**config.mk**
```make
export PLATFORM = sky130hd
export DESIGN_NAME = tdpr_dual_ram
export DESIGN_NICKNAME = d
export VERILOG_FILES = /design/src/rtl/tdpr_pkg.sv /design/src/rtl/tdpr_clash_detect.sv /design/src/rtl/tdpr_taint_map.sv /design/src/rtl/tdpr_word_store.sv /design/src/rtl/tdpr_dual_ram.sv
export SDC_FILE = /design/constraint.sdc
export NUM_CORES = 1
export LEC_CHECK = 0
export CAP_MARGIN = 0
export CELL_PAD_IN_SITES_DETAIL_PLACEMENT = 0
export CELL_PAD_IN_SITES_GLOBAL_PLACEMENT = 2
export CORE_AREA = 8 8 295 297
export DETAILED_ROUTE_END_ITERATION = 12
export DIE_AREA = 0 0 303 305
export GPL_ROUTABILITY_DRIVEN = 0
export PLACE_DENSITY_LB_ADDON = 0.15
export SYNTH_ARGS = -nofsm -noshare
export SYNTH_HDL_FRONTEND = slang
export SYNTH_SLANG_ARGS = --single-unit
export TNS_END_PERCENT = 20
```
**constraint.sdc**
```tcl
create_clock -name clk -period 2.14 [get_ports clk]
set_input_delay 0.642 -clock clk [delete_from_list [all_inputs] [get_ports clk]]
set_output_delay 0.642 -clock clk [all_outputs]
set_load 0.03 [all_outputs]
```
**src/rtl/tdpr_pkg.sv**
```systemverilog
package tdpr_pkg;

   typedef enum logic [1:0] {
      FMT_SINT  = 2'd0,
      FMT_UINT  = 2'd1,
      FMT_SFRAC = 2'd2
   } num_fmt_e;

   // Stored word width: fraction bits only count for signed fractional format
   function automatic int word_width(num_fmt_e fmt, int int_bits, int frac_bits);
      return (fmt == FMT_SFRAC) ? (int_bits + frac_bits) : int_bits;
   endfunction

endpackage

```
**src/rtl/tdpr_clash_detect.sv**
```systemverilog
module tdpr_clash_detect #(
   parameter int ADDR_W = 5
) (
   input  logic              clk,
   input  logic              rst_n,
   input  logic              clk_en,
   input  logic              a_we,
   input  logic              b_we,
   input  logic [ADDR_W-1:0] a_addr,
   input  logic [ADDR_W-1:0] b_addr,
   output logic              wr_a,
   output logic              wr_b,
   output logic              clash,
   output logic              clash_pulse,
   output logic [ADDR_W-1:0] clash_addr
);

   logic same_addr;

   always_comb begin
      wr_a      = clk_en & a_we;
      wr_b      = clk_en & b_we;
      same_addr = (a_addr == b_addr);
      clash     = wr_a & wr_b & same_addr;
   end

   // Report registered so it lines up with read data of the same cycle
   always_ff @(posedge clk or negedge rst_n) begin
      if (!rst_n) begin
         clash_pulse <= 1'b0;
         clash_addr  <= '0;
      end else begin
         clash_pulse <= clash;
         clash_addr  <= clash ? a_addr : '0;
      end
   end

endmodule

```
**src/rtl/tdpr_taint_map.sv**
```systemverilog
module tdpr_taint_map #(
   parameter int ADDR_W = 5
) (
   input  logic              clk,
   input  logic              rst_n,
   input  logic              wr_a,
   input  logic              wr_b,
   input  logic              clash,
   input  logic [ADDR_W-1:0] a_addr,
   input  logic [ADDR_W-1:0] b_addr,
   output logic              a_taint_pulse,
   output logic [ADDR_W-1:0] a_taint_addr,
   output logic              b_taint_pulse,
   output logic [ADDR_W-1:0] b_taint_addr
);

   localparam int DEPTH = 1 << ADDR_W;

   logic [DEPTH-1:0] mark_q;
   logic [DEPTH-1:0] mark_d;

   // Per-word next-state: collision sets, any other enabled write clears
   for (genvar gi = 0; gi < DEPTH; gi++) begin : g_word
      logic hit_a;
      logic hit_b;
      always_comb begin
         hit_a = wr_a && (a_addr == ADDR_W'(gi));
         hit_b = wr_b && (b_addr == ADDR_W'(gi));
         if (clash && hit_a)
            mark_d[gi] = 1'b1;
         else if (hit_a || hit_b)
            mark_d[gi] = 1'b0;
         else
            mark_d[gi] = mark_q[gi];
      end
   end

   always_ff @(posedge clk or negedge rst_n) begin
      if (!rst_n) mark_q <= '0;
      else        mark_q <= mark_d;
   end

   // Lookup uses the mark as it stood before this cycle's update
   logic flag_a;
   logic flag_b;

   always_comb begin
      flag_a = !wr_a && mark_q[a_addr];
      flag_b = !wr_b && mark_q[b_addr];
   end

   always_ff @(posedge clk or negedge rst_n) begin
      if (!rst_n) begin
         a_taint_pulse <= 1'b0;
         a_taint_addr  <= '0;
         b_taint_pulse <= 1'b0;
         b_taint_addr  <= '0;
      end else begin
         a_taint_pulse <= flag_a;
         a_taint_addr  <= flag_a ? a_addr : '0;
         b_taint_pulse <= flag_b;
         b_taint_addr  <= flag_b ? b_addr : '0;
      end
   end

endmodule

```
**src/rtl/tdpr_word_store.sv**
```systemverilog
module tdpr_word_store #(
   parameter int W      = 16,
   parameter int ADDR_W = 5
) (
   input  logic              clk,
   input  logic              rst_n,
   input  logic              wr_a,
   input  logic              wr_b,
   input  logic              clash,
   input  logic [ADDR_W-1:0] a_addr,
   input  logic [ADDR_W-1:0] b_addr,
   input  logic [W-1:0]      a_wdata,
   input  logic [W-1:0]      b_wdata,
   output logic [W-1:0]      a_rdata,
   output logic [W-1:0]      b_rdata
);

   localparam int DEPTH = 1 << ADDR_W;

   logic [W-1:0] mem [DEPTH];

   // A collision stores the zero substitute through port A; B is suppressed
   always_ff @(posedge clk) begin
      if (wr_a)
         mem[a_addr] <= clash ? '0 : a_wdata;
      if (wr_b && !clash)
         mem[b_addr] <= b_wdata;
   end

   // Read register is never gated by the clock enable
   always_ff @(posedge clk or negedge rst_n) begin
      if (!rst_n) begin
         a_rdata <= '0;
         b_rdata <= '0;
      end else begin
         a_rdata <= mem[a_addr];
         b_rdata <= mem[b_addr];
      end
   end

endmodule

```
**src/rtl/tdpr_dual_ram.sv**
```systemverilog
module tdpr_dual_ram
   import tdpr_pkg::*;
#(
   parameter num_fmt_e FMT       = FMT_SFRAC,
   parameter int       INT_BITS  = 8,
   parameter int       FRAC_BITS = 8,
   parameter int       ADDR_W    = 5,
   localparam int      W         = word_width(FMT, INT_BITS, FRAC_BITS)
) (
   input  logic              clk,
   input  logic              rst_n,
   input  logic              clk_en,
   input  logic [W-1:0]      a_wdata,
   input  logic [ADDR_W-1:0] a_addr,
   input  logic              a_we,
   input  logic [W-1:0]      b_wdata,
   input  logic [ADDR_W-1:0] b_addr,
   input  logic              b_we,
   output logic [W-1:0]      a_rdata,
   output logic [W-1:0]      b_rdata,
   output logic              clash_pulse,
   output logic [ADDR_W-1:0] clash_addr,
   output logic              a_taint_pulse,
   output logic [ADDR_W-1:0] a_taint_addr,
   output logic              b_taint_pulse,
   output logic [ADDR_W-1:0] b_taint_addr
);

   // Elaboration-time parameter checks
   if (ADDR_W < 1) begin : g_bad_addr_w
      $error("tdpr_dual_ram: ADDR_W must be at least 1");
   end
   if (INT_BITS < 1) begin : g_bad_int_bits
      $error("tdpr_dual_ram: INT_BITS must be at least 1");
   end
   if (FRAC_BITS < 0) begin : g_bad_frac_bits
      $error("tdpr_dual_ram: FRAC_BITS must not be negative");
   end
   if (W < 1) begin : g_bad_width
      $error("tdpr_dual_ram: derived word width must be positive");
   end

   logic wr_a;
   logic wr_b;
   logic clash;

   tdpr_clash_detect #(
      .ADDR_W (ADDR_W)
   ) clash_i (
      .clk         (clk),
      .rst_n       (rst_n),
      .clk_en      (clk_en),
      .a_we        (a_we),
      .b_we        (b_we),
      .a_addr      (a_addr),
      .b_addr      (b_addr),
      .wr_a        (wr_a),
      .wr_b        (wr_b),
      .clash       (clash),
      .clash_pulse (clash_pulse),
      .clash_addr  (clash_addr)
   );

   tdpr_word_store #(
      .W      (W),
      .ADDR_W (ADDR_W)
   ) store_i (
      .clk     (clk),
      .rst_n   (rst_n),
      .wr_a    (wr_a),
      .wr_b    (wr_b),
      .clash   (clash),
      .a_addr  (a_addr),
      .b_addr  (b_addr),
      .a_wdata (a_wdata),
      .b_wdata (b_wdata),
      .a_rdata (a_rdata),
      .b_rdata (b_rdata)
   );

   tdpr_taint_map #(
      .ADDR_W (ADDR_W)
   ) taint_i (
      .clk           (clk),
      .rst_n         (rst_n),
      .wr_a          (wr_a),
      .wr_b          (wr_b),
      .clash         (clash),
      .a_addr        (a_addr),
      .b_addr        (b_addr),
      .a_taint_pulse (a_taint_pulse),
      .a_taint_addr  (a_taint_addr),
      .b_taint_pulse (b_taint_pulse),
      .b_taint_addr  (b_taint_addr)
   );

endmodule

```
==> results.yml, run 1 <==
status:
  status: "complete, but fails checks"
  violations: "negative setup slack"
floorplanning:
  row_count: 106
  die_x_um: 303
  die_h_um: 305
  start_util: 0.426
  core_area_um2: 82600
  dieArea_um2: 92400
  io_pins: 97
layout:
  syn_to_final_growth_pct: 24.0
  final_nets: 3466
  layout-drive-gt1-share: 0.270
drt:
  wl_per_cell_um: 31.4
  avgViaCountPerCell: 6.31
  ant_nets: 0
  wl_um: 143000
  num_vias: 28700
  drt-pass1-iter-count: 5
  drc: 0
  drt-initial-drc-count: 3780
min_path:
  hold_end: "taint_i.b_taint_addr[1]"
  holdPathStages: 4
  hold_start: "b_addr[1]"
  hp-class: "input port to flip-flop"
yosys:
  ys_top_cells_by_area: "edfxtp_1 (44%), mux4_2 (21%), nand2_1 (12%)"
  synth_area_leader_cell: "edfxtp_1"
  yosys-top-cells-count: "nand2_1 (1141), a21oi_1 (512), edfxtp_1 (512)"
  netlist_instances: 3207
  synth_edf_count: 512
  synth.distinct_cells: 46
  synth.most_common_cell: "nand2_1"
  yosys.area.top_type_share: 0.437
  avgSynthCellArea_um2: 11.0
  ys_ff_latch: 594
  synth_warnings: 0
  ys.flop_type: "edfxtp_1"
  ys_seq_area_frac: 0.496
  syn-cell-area_um2: 35200
  synth_nets: 3254
  synthArstFlopShare: 0.138
power_and_ir_drop:
  p_total_mw: 29.4
  internal-power_mw: 21.7
  clkPwrFrac: 0.409
  powerDensity_nw_per_um2: 673
  p_seq_frac: 0.444
  net-switching-power_mw: 7.68
  leakage_nw: 16.2
  combPwrFrac: 0.147
  ir_drop_v: 0.000479
  swShare: 0.261
job:
  maxCapViolCount: 0
placement:
  dp_hpwl_um: 96400
  numPortBuffers: 96
  pre_cts_ws_ps: -821
timing:
  fin_crit_ps: 2160
  rsz0062_at_grt: "true"
  setup_slack_ps: -21.7
  final.setup.tns_ps: -41.6
  fmax_mhz: 463
  setup_viol: 2
  period_share: 1.01
  finalHoldViolCount: 0
  fin_skew_ps: 20.4
  drv_slew: 0
  maxSlewHeadroom: 0.651
  worst_pin_slew_ps: 521
clock_tree:
  cts-buffers-inserted: 73
  cts-root-buf: "clkbuf_16"
  cts_tree: "yes"
  path_clk_slew_ps: 60
  cts_sinks: 594
  cts_max_path_buffers: 3
  clk_latency_ps: 630
  cts_max_level: 3
critical_path:
  r2r-start: "store_i.mem[31][10]"
  crit_fanout: 12
  critPathCaptureType: "flip-flop"
  start_kind: "input port"
  worst_r2r_path_depth: 4
  r2r_slack_ps: 110
  critPathLaunch: "b_addr[0]"
  path_class: "input port to flip-flop"
  arrival_ps: 2620
  worst_ep_required_time_ps: 2600
  worstReg2RegEnd: "store_i.b_rdata[10]"
global_route:
  grt-ovfl-total: 0
  antenna_found_initial: 16
  grt_first_pass_wirelength_um: 203000
  grt_pass1_vias: 28200
  gr-usage-all-layers: 0.303
  grt_max_degree: 41
==> layer usage <==
metal  part of all wire  wire length, µm  track usage
met3               0.12            17200       0.0734
met2               0.46            66300        0.470
met1               0.38            54400        0.417
met5            0.00039               56            0
met4              0.033             4710       0.0980
==> how the worst max path moves through the flow <==
stage / end / slack [ps]
finish: store_i.b_rdata[10] / -20
global route: store_i.b_rdata[12] / -20
CTS: store_i.mem[21][1] / -10
detailed placement: store_i.mem[19][11] / -820
global placement: store_i.mem[19][12] / -780
floorplan: store_i.mem[0][10] / -150
==> timing repair <==
item                                   CTS  global route
pin swaps                                2             2
hold buffers                             1             0
endpoints found under the hold margin   22             0
buffers inserted                         1             4
setup endpoints to repair              654           615
gates cloned                             2            10
resized for setup                       62            33
==> cells by family (layout without fill, tap and decap cells) <==
group / Yosys count / in the layout / share of synthesized area
XOR/XNOR: 5 / 5 / 0.00125
multiplexers: 346 / 346 / 0.216
buffers and inverters: 404 / 665 / 0.0519
AND/OR/NAND/NOR: 1299 / 1299 / 0.151
flip-flops: 594 / 594 / 0.496
AO/OA/AOI/OAI: 559 / 559 / 0.0841
other: 0 / 1 / 0
==> cells in the final DEF, fill, tap and decap left out, types with 17 or more instances in the layout <==
cell type        count
clkdlybuf4s50_1     36
nand2_1           1127
mux4_2             330
inv_1               17
nor3_1              18
edfxtp_1           512
or3_1               37
clkbuf_1            20
dfrtp_1             82
buf_4              224
nor3_2              33
inv_2               19
buf_12             146
clkbuf_16           86
a21oi_1            512
nor2_1              23
a22o_1              19
dlygate4sd2_1       49
==> worst max-delay path, cell delays in order <==
cell and delay (ps):
buf_8 210, buf_12 220, mux4_2 600, mux4_2 490, nand2_1 270, nand2_1 160
==> through the flow <==
stage / hold WS (ps) / utilization / std cells / cell area (µm²)
floorplan: 346 / - / 3207 / 35700
finish: 469 / 0.528 / 4549 / 43600
CTS: 447 / 0.522 / 4534 / 43200
global placement: 508 / 0.495 / 4406 / 40900
global route: 477 / 0.528 / 4548 / 43600
detailed placement: 506 / 0.495 / 4406 / 40900
==> flip-flops by register name, summed over array words and instances, names as in the netlist <==
name and cells:
clash_i.clash_addr 5, clash_i.clash_pulse 1, store_i.a_rdata 16, store_i.b_rdata 16, store_i.mem 512, taint_i.a_taint_addr 5, taint_i.a_taint_pulse 1, taint_i.b_taint_addr 5
taint_i.b_taint_pulse 1, taint_i.mark_q 32
==> layout make-up <==
class / instances / area [µm²]
Fill cell: 7063 / 39000
Tap cell: 1080 / 1350
Inverter: 41 / 171
Multi-Input combinational cell: 2209 / 16200
Clock buffer: 99 / 2020
Timing Repair Buffer: 500 / 6270
Sequential cell: 594 / 17400
Clock inverter: 25 / 206
Antenna cell: 1 / 2.50
==> power by group through the flow <==
| stage | Clock [mW] | Sequential, mW | Combinational [mW] |
|---|---|---|---|
| after detailed placement | 0 | 13.3 | 4.29 |
| final | 12.0 | 13.0 | 4.32 |
| after CTS | 12.1 | 13.0 | 4.24 |
| after floorplan | 0 | 13.4 | 2.25 |
| after global routing | 12.5 | 13.1 | 4.55 |
| after global placement | 0 | 13.3 | 4.22 |
No activity file was read; power rests on OpenSTA's default activity.
==> run 2, diff against run 1 <==
- PLACE_DENSITY: unset -> 0.9
- PLACE_DENSITY_LB_ADDON: 0.15 -> unset
- REMOVE_ABC_BUFFERS: unset -> 1
==> run 2 against run 1 <==
Against the previous run: the run still ends with negative setup slack left; clock-buffer cell count shrank 5; cell count grew 0.29%; die area is the same; critical path type unchanged; combinational power grew 4%; sequential power is essentially flat; largest cell class unchanged; global-route usage grew 0.22 points; core utilization shrank 0.68 points; routed wire length grew 0.62%; critical path depth is the same.
==> results.yml, run 2 (synthesis gave the netlist of run 1 again) <==
status:
  status: "complete, but fails checks"
  violations: "negative setup slack"
timing:
  fin_skew_ps: 21.8
  fmax_mhz: 462
  maxSlewHeadroom: 0.607
  final.setup.tns_ps: -63.1
  finalHoldViolCount: 0
  setup_slack_ps: -26.4
  setup_viol: 5
  fin_crit_ps: 2170
  drv_slew: 0
  period_share: 1.01
  worst_pin_slew_ps: 586
  rsz0062_at_grt: "true"
floorplanning:
  io_pins: 97
  dieArea_um2: 92400
  die_x_um: 303
  start_util: 0.426
  row_count: 106
  die_h_um: 305
  core_area_um2: 82600
global_route:
  grt-ovfl-total: 0
  gr-usage-all-layers: 0.305
  grt_pass1_vias: 28500
  grt_max_degree: 73
  antenna_found_initial: 7
  grt_first_pass_wirelength_um: 204000
layout:
  utilization: 0.521
  layout-drive-gt1-share: 0.260
  final_nets: 3470
  final_cell_area_um2: 43000
  n_fill_cell: 6960
  largest_reg_flops: 512
  top_regs: "store_i.mem (512), taint_i.mark_q (32)"
  final_cell_mix: "nand2_1 (1141), a21oi_1 (512), edfxtp_1 (512)"
  register_area_um2: 17400
  largest-register: "store_i.mem"
  layout_commonest_cell: "nand2_1"
  multi_input_area_um2: 16000
  diodes: 0
  syn_to_final_growth_pct: 22.4
critical_path:
  arrival_ps: 2610
  worst_ep_required_time_ps: 2590
  r2r_slack_ps: 0
  crit_fanout: 25
  cp_top_family: "multiplexers"
  path_cells: "buf_12, buf_12, mux4_2, mux4_2, nand2_1, nand2_1"
  start_kind: "input port"
  r2r-start: "taint_i.mark_q[3]"
  path_class: "input port to flip-flop"
  cp.buffers_inverters: 2
  crit_path_max_incr_delay_ps: 610
  critPathCaptureType: "flip-flop"
  crit_slowest_cell: "mux4_2"
  critPathLaunch: "b_addr[0]"
placement:
  dpl_cell_area_um2: 40400
  numPortBuffers: 96
  dp_hpwl_um: 96600
power_and_ir_drop:
  p_seq_frac: 0.428
  combPwrFrac: 0.147
  internal-power_mw: 22.5
  leakage_nw: 16.1
  swShare: 0.262
  ir_drop_v: 0.000542
  powerDensity_nw_per_um2: 708
  net-switching-power_mw: 7.98
  p_total_mw: 30.5
  clkPwrFrac: 0.425
drt:
  drt-initial-drc-count: 4599
  num_vias: 29800
  drc: 0
  avgViaCountPerCell: 6.52
  wl_um: 144000
  wl_per_cell_um: 31.5
  drt-pass1-iter-count: 8
  ant_nets: 0
clock_tree:
  clk_latency_ps: 630
  cts_max_level: 3
  cts_sinks: 594
  cts-buffers-inserted: 71
  cts_max_path_buffers: 3
  path_clk_slew_ps: 60
  cts_tree: "yes"
  cts-root-buf: "clkbuf_16"
min_path:
  hp-class: "input port to asynchronous set/reset pin"
job:
  maxCapViolCount: 0
## run 2: changes by cell type in the layout (fill, tap and decap cells not counted), sizes merged
| cell | delta |
|---|---|
| buf | +16 |
| clkdlybuf4s50 | -4 |
| diode | -1 |
| inv | +2 |
| bufbuf | +1 |
| clkinv | +3 |
| clkinvlp | +2 |
| clkbuf | -18 |
| bufinv | +6 |
| dlygate4sd2 | +6 |
## run 2: path summary, 6_finish.rpt
path	end	cells past startpoint
max in group asynchronous	store_i.a_rdata[10]	3
worst min register to register	taint_i.mark_q[31]	1
min in group clk	taint_i.mark_q[31]	1
worst max register to register	taint_i.b_taint_addr[1]	5
worst min-delay path	store_i.b_rdata[8]	2
worst max-delay path	store_i.b_rdata[6]	6
## run 2: cell type report
cell class / count / share of cell area
Multi-Input combinational cell: 2209 / 0.371
Clock inverter: 38 / 0.00994
Clock buffer: 94 / 0.0471
Timing Repair Buffer: 506 / 0.132
Sequential cell: 594 / 0.405
Tap cell: 1080 / 0.0314
Inverter: 41 / 0.00375
## run 2: through the flow
stage	worst slack [ps]	hold WS (ps)	cells
after detailed placement	-792	508	4418
after global placement	-801	505	4418
after global routing	-27.8	542	4562
after CTS	22.2	521	4555
final	-26.4	523	4562
after floorplan	-4120	346	2844
## run 2: timing repair
action                                  4_1_cts  5_1_grt
hold buffers                                  1        0
pin swaps                                     2        1
buffers inserted                              2        7
endpoints found under the setup margin      998      421
endpoints found under the hold margin        17        0
cloned                                        2        0
resized for setup                            66       16
## run 2: routing by layer
| metal | global-route usage | part of all wire | vias up |
|---|---|---|---|
| met4 | 0.183 | 0.071 | 2 |
| met5 | 0 | 0.000097 | - |
| met3 | 0.0933 | 0.15 | 434 |
| met2 | 0.439 | 0.43 | 2538 |
| li1 | - | - | 12000 |
| met1 | 0.403 | 0.34 | 14700 |
## run 2: power by group through the flow
stage          Sequential [mW]  Clock (mW)  Combinational (mW)
3_3_place_gp              13.2           0                4.29
6_report                  13.0        12.9                4.48
5_1_grt                   13.1        13.4                4.62
3_5_place_dp              13.3           0                4.37
2_1_floorplan             13.4           0                1.70
4_1_cts                   13.0        13.0                4.33
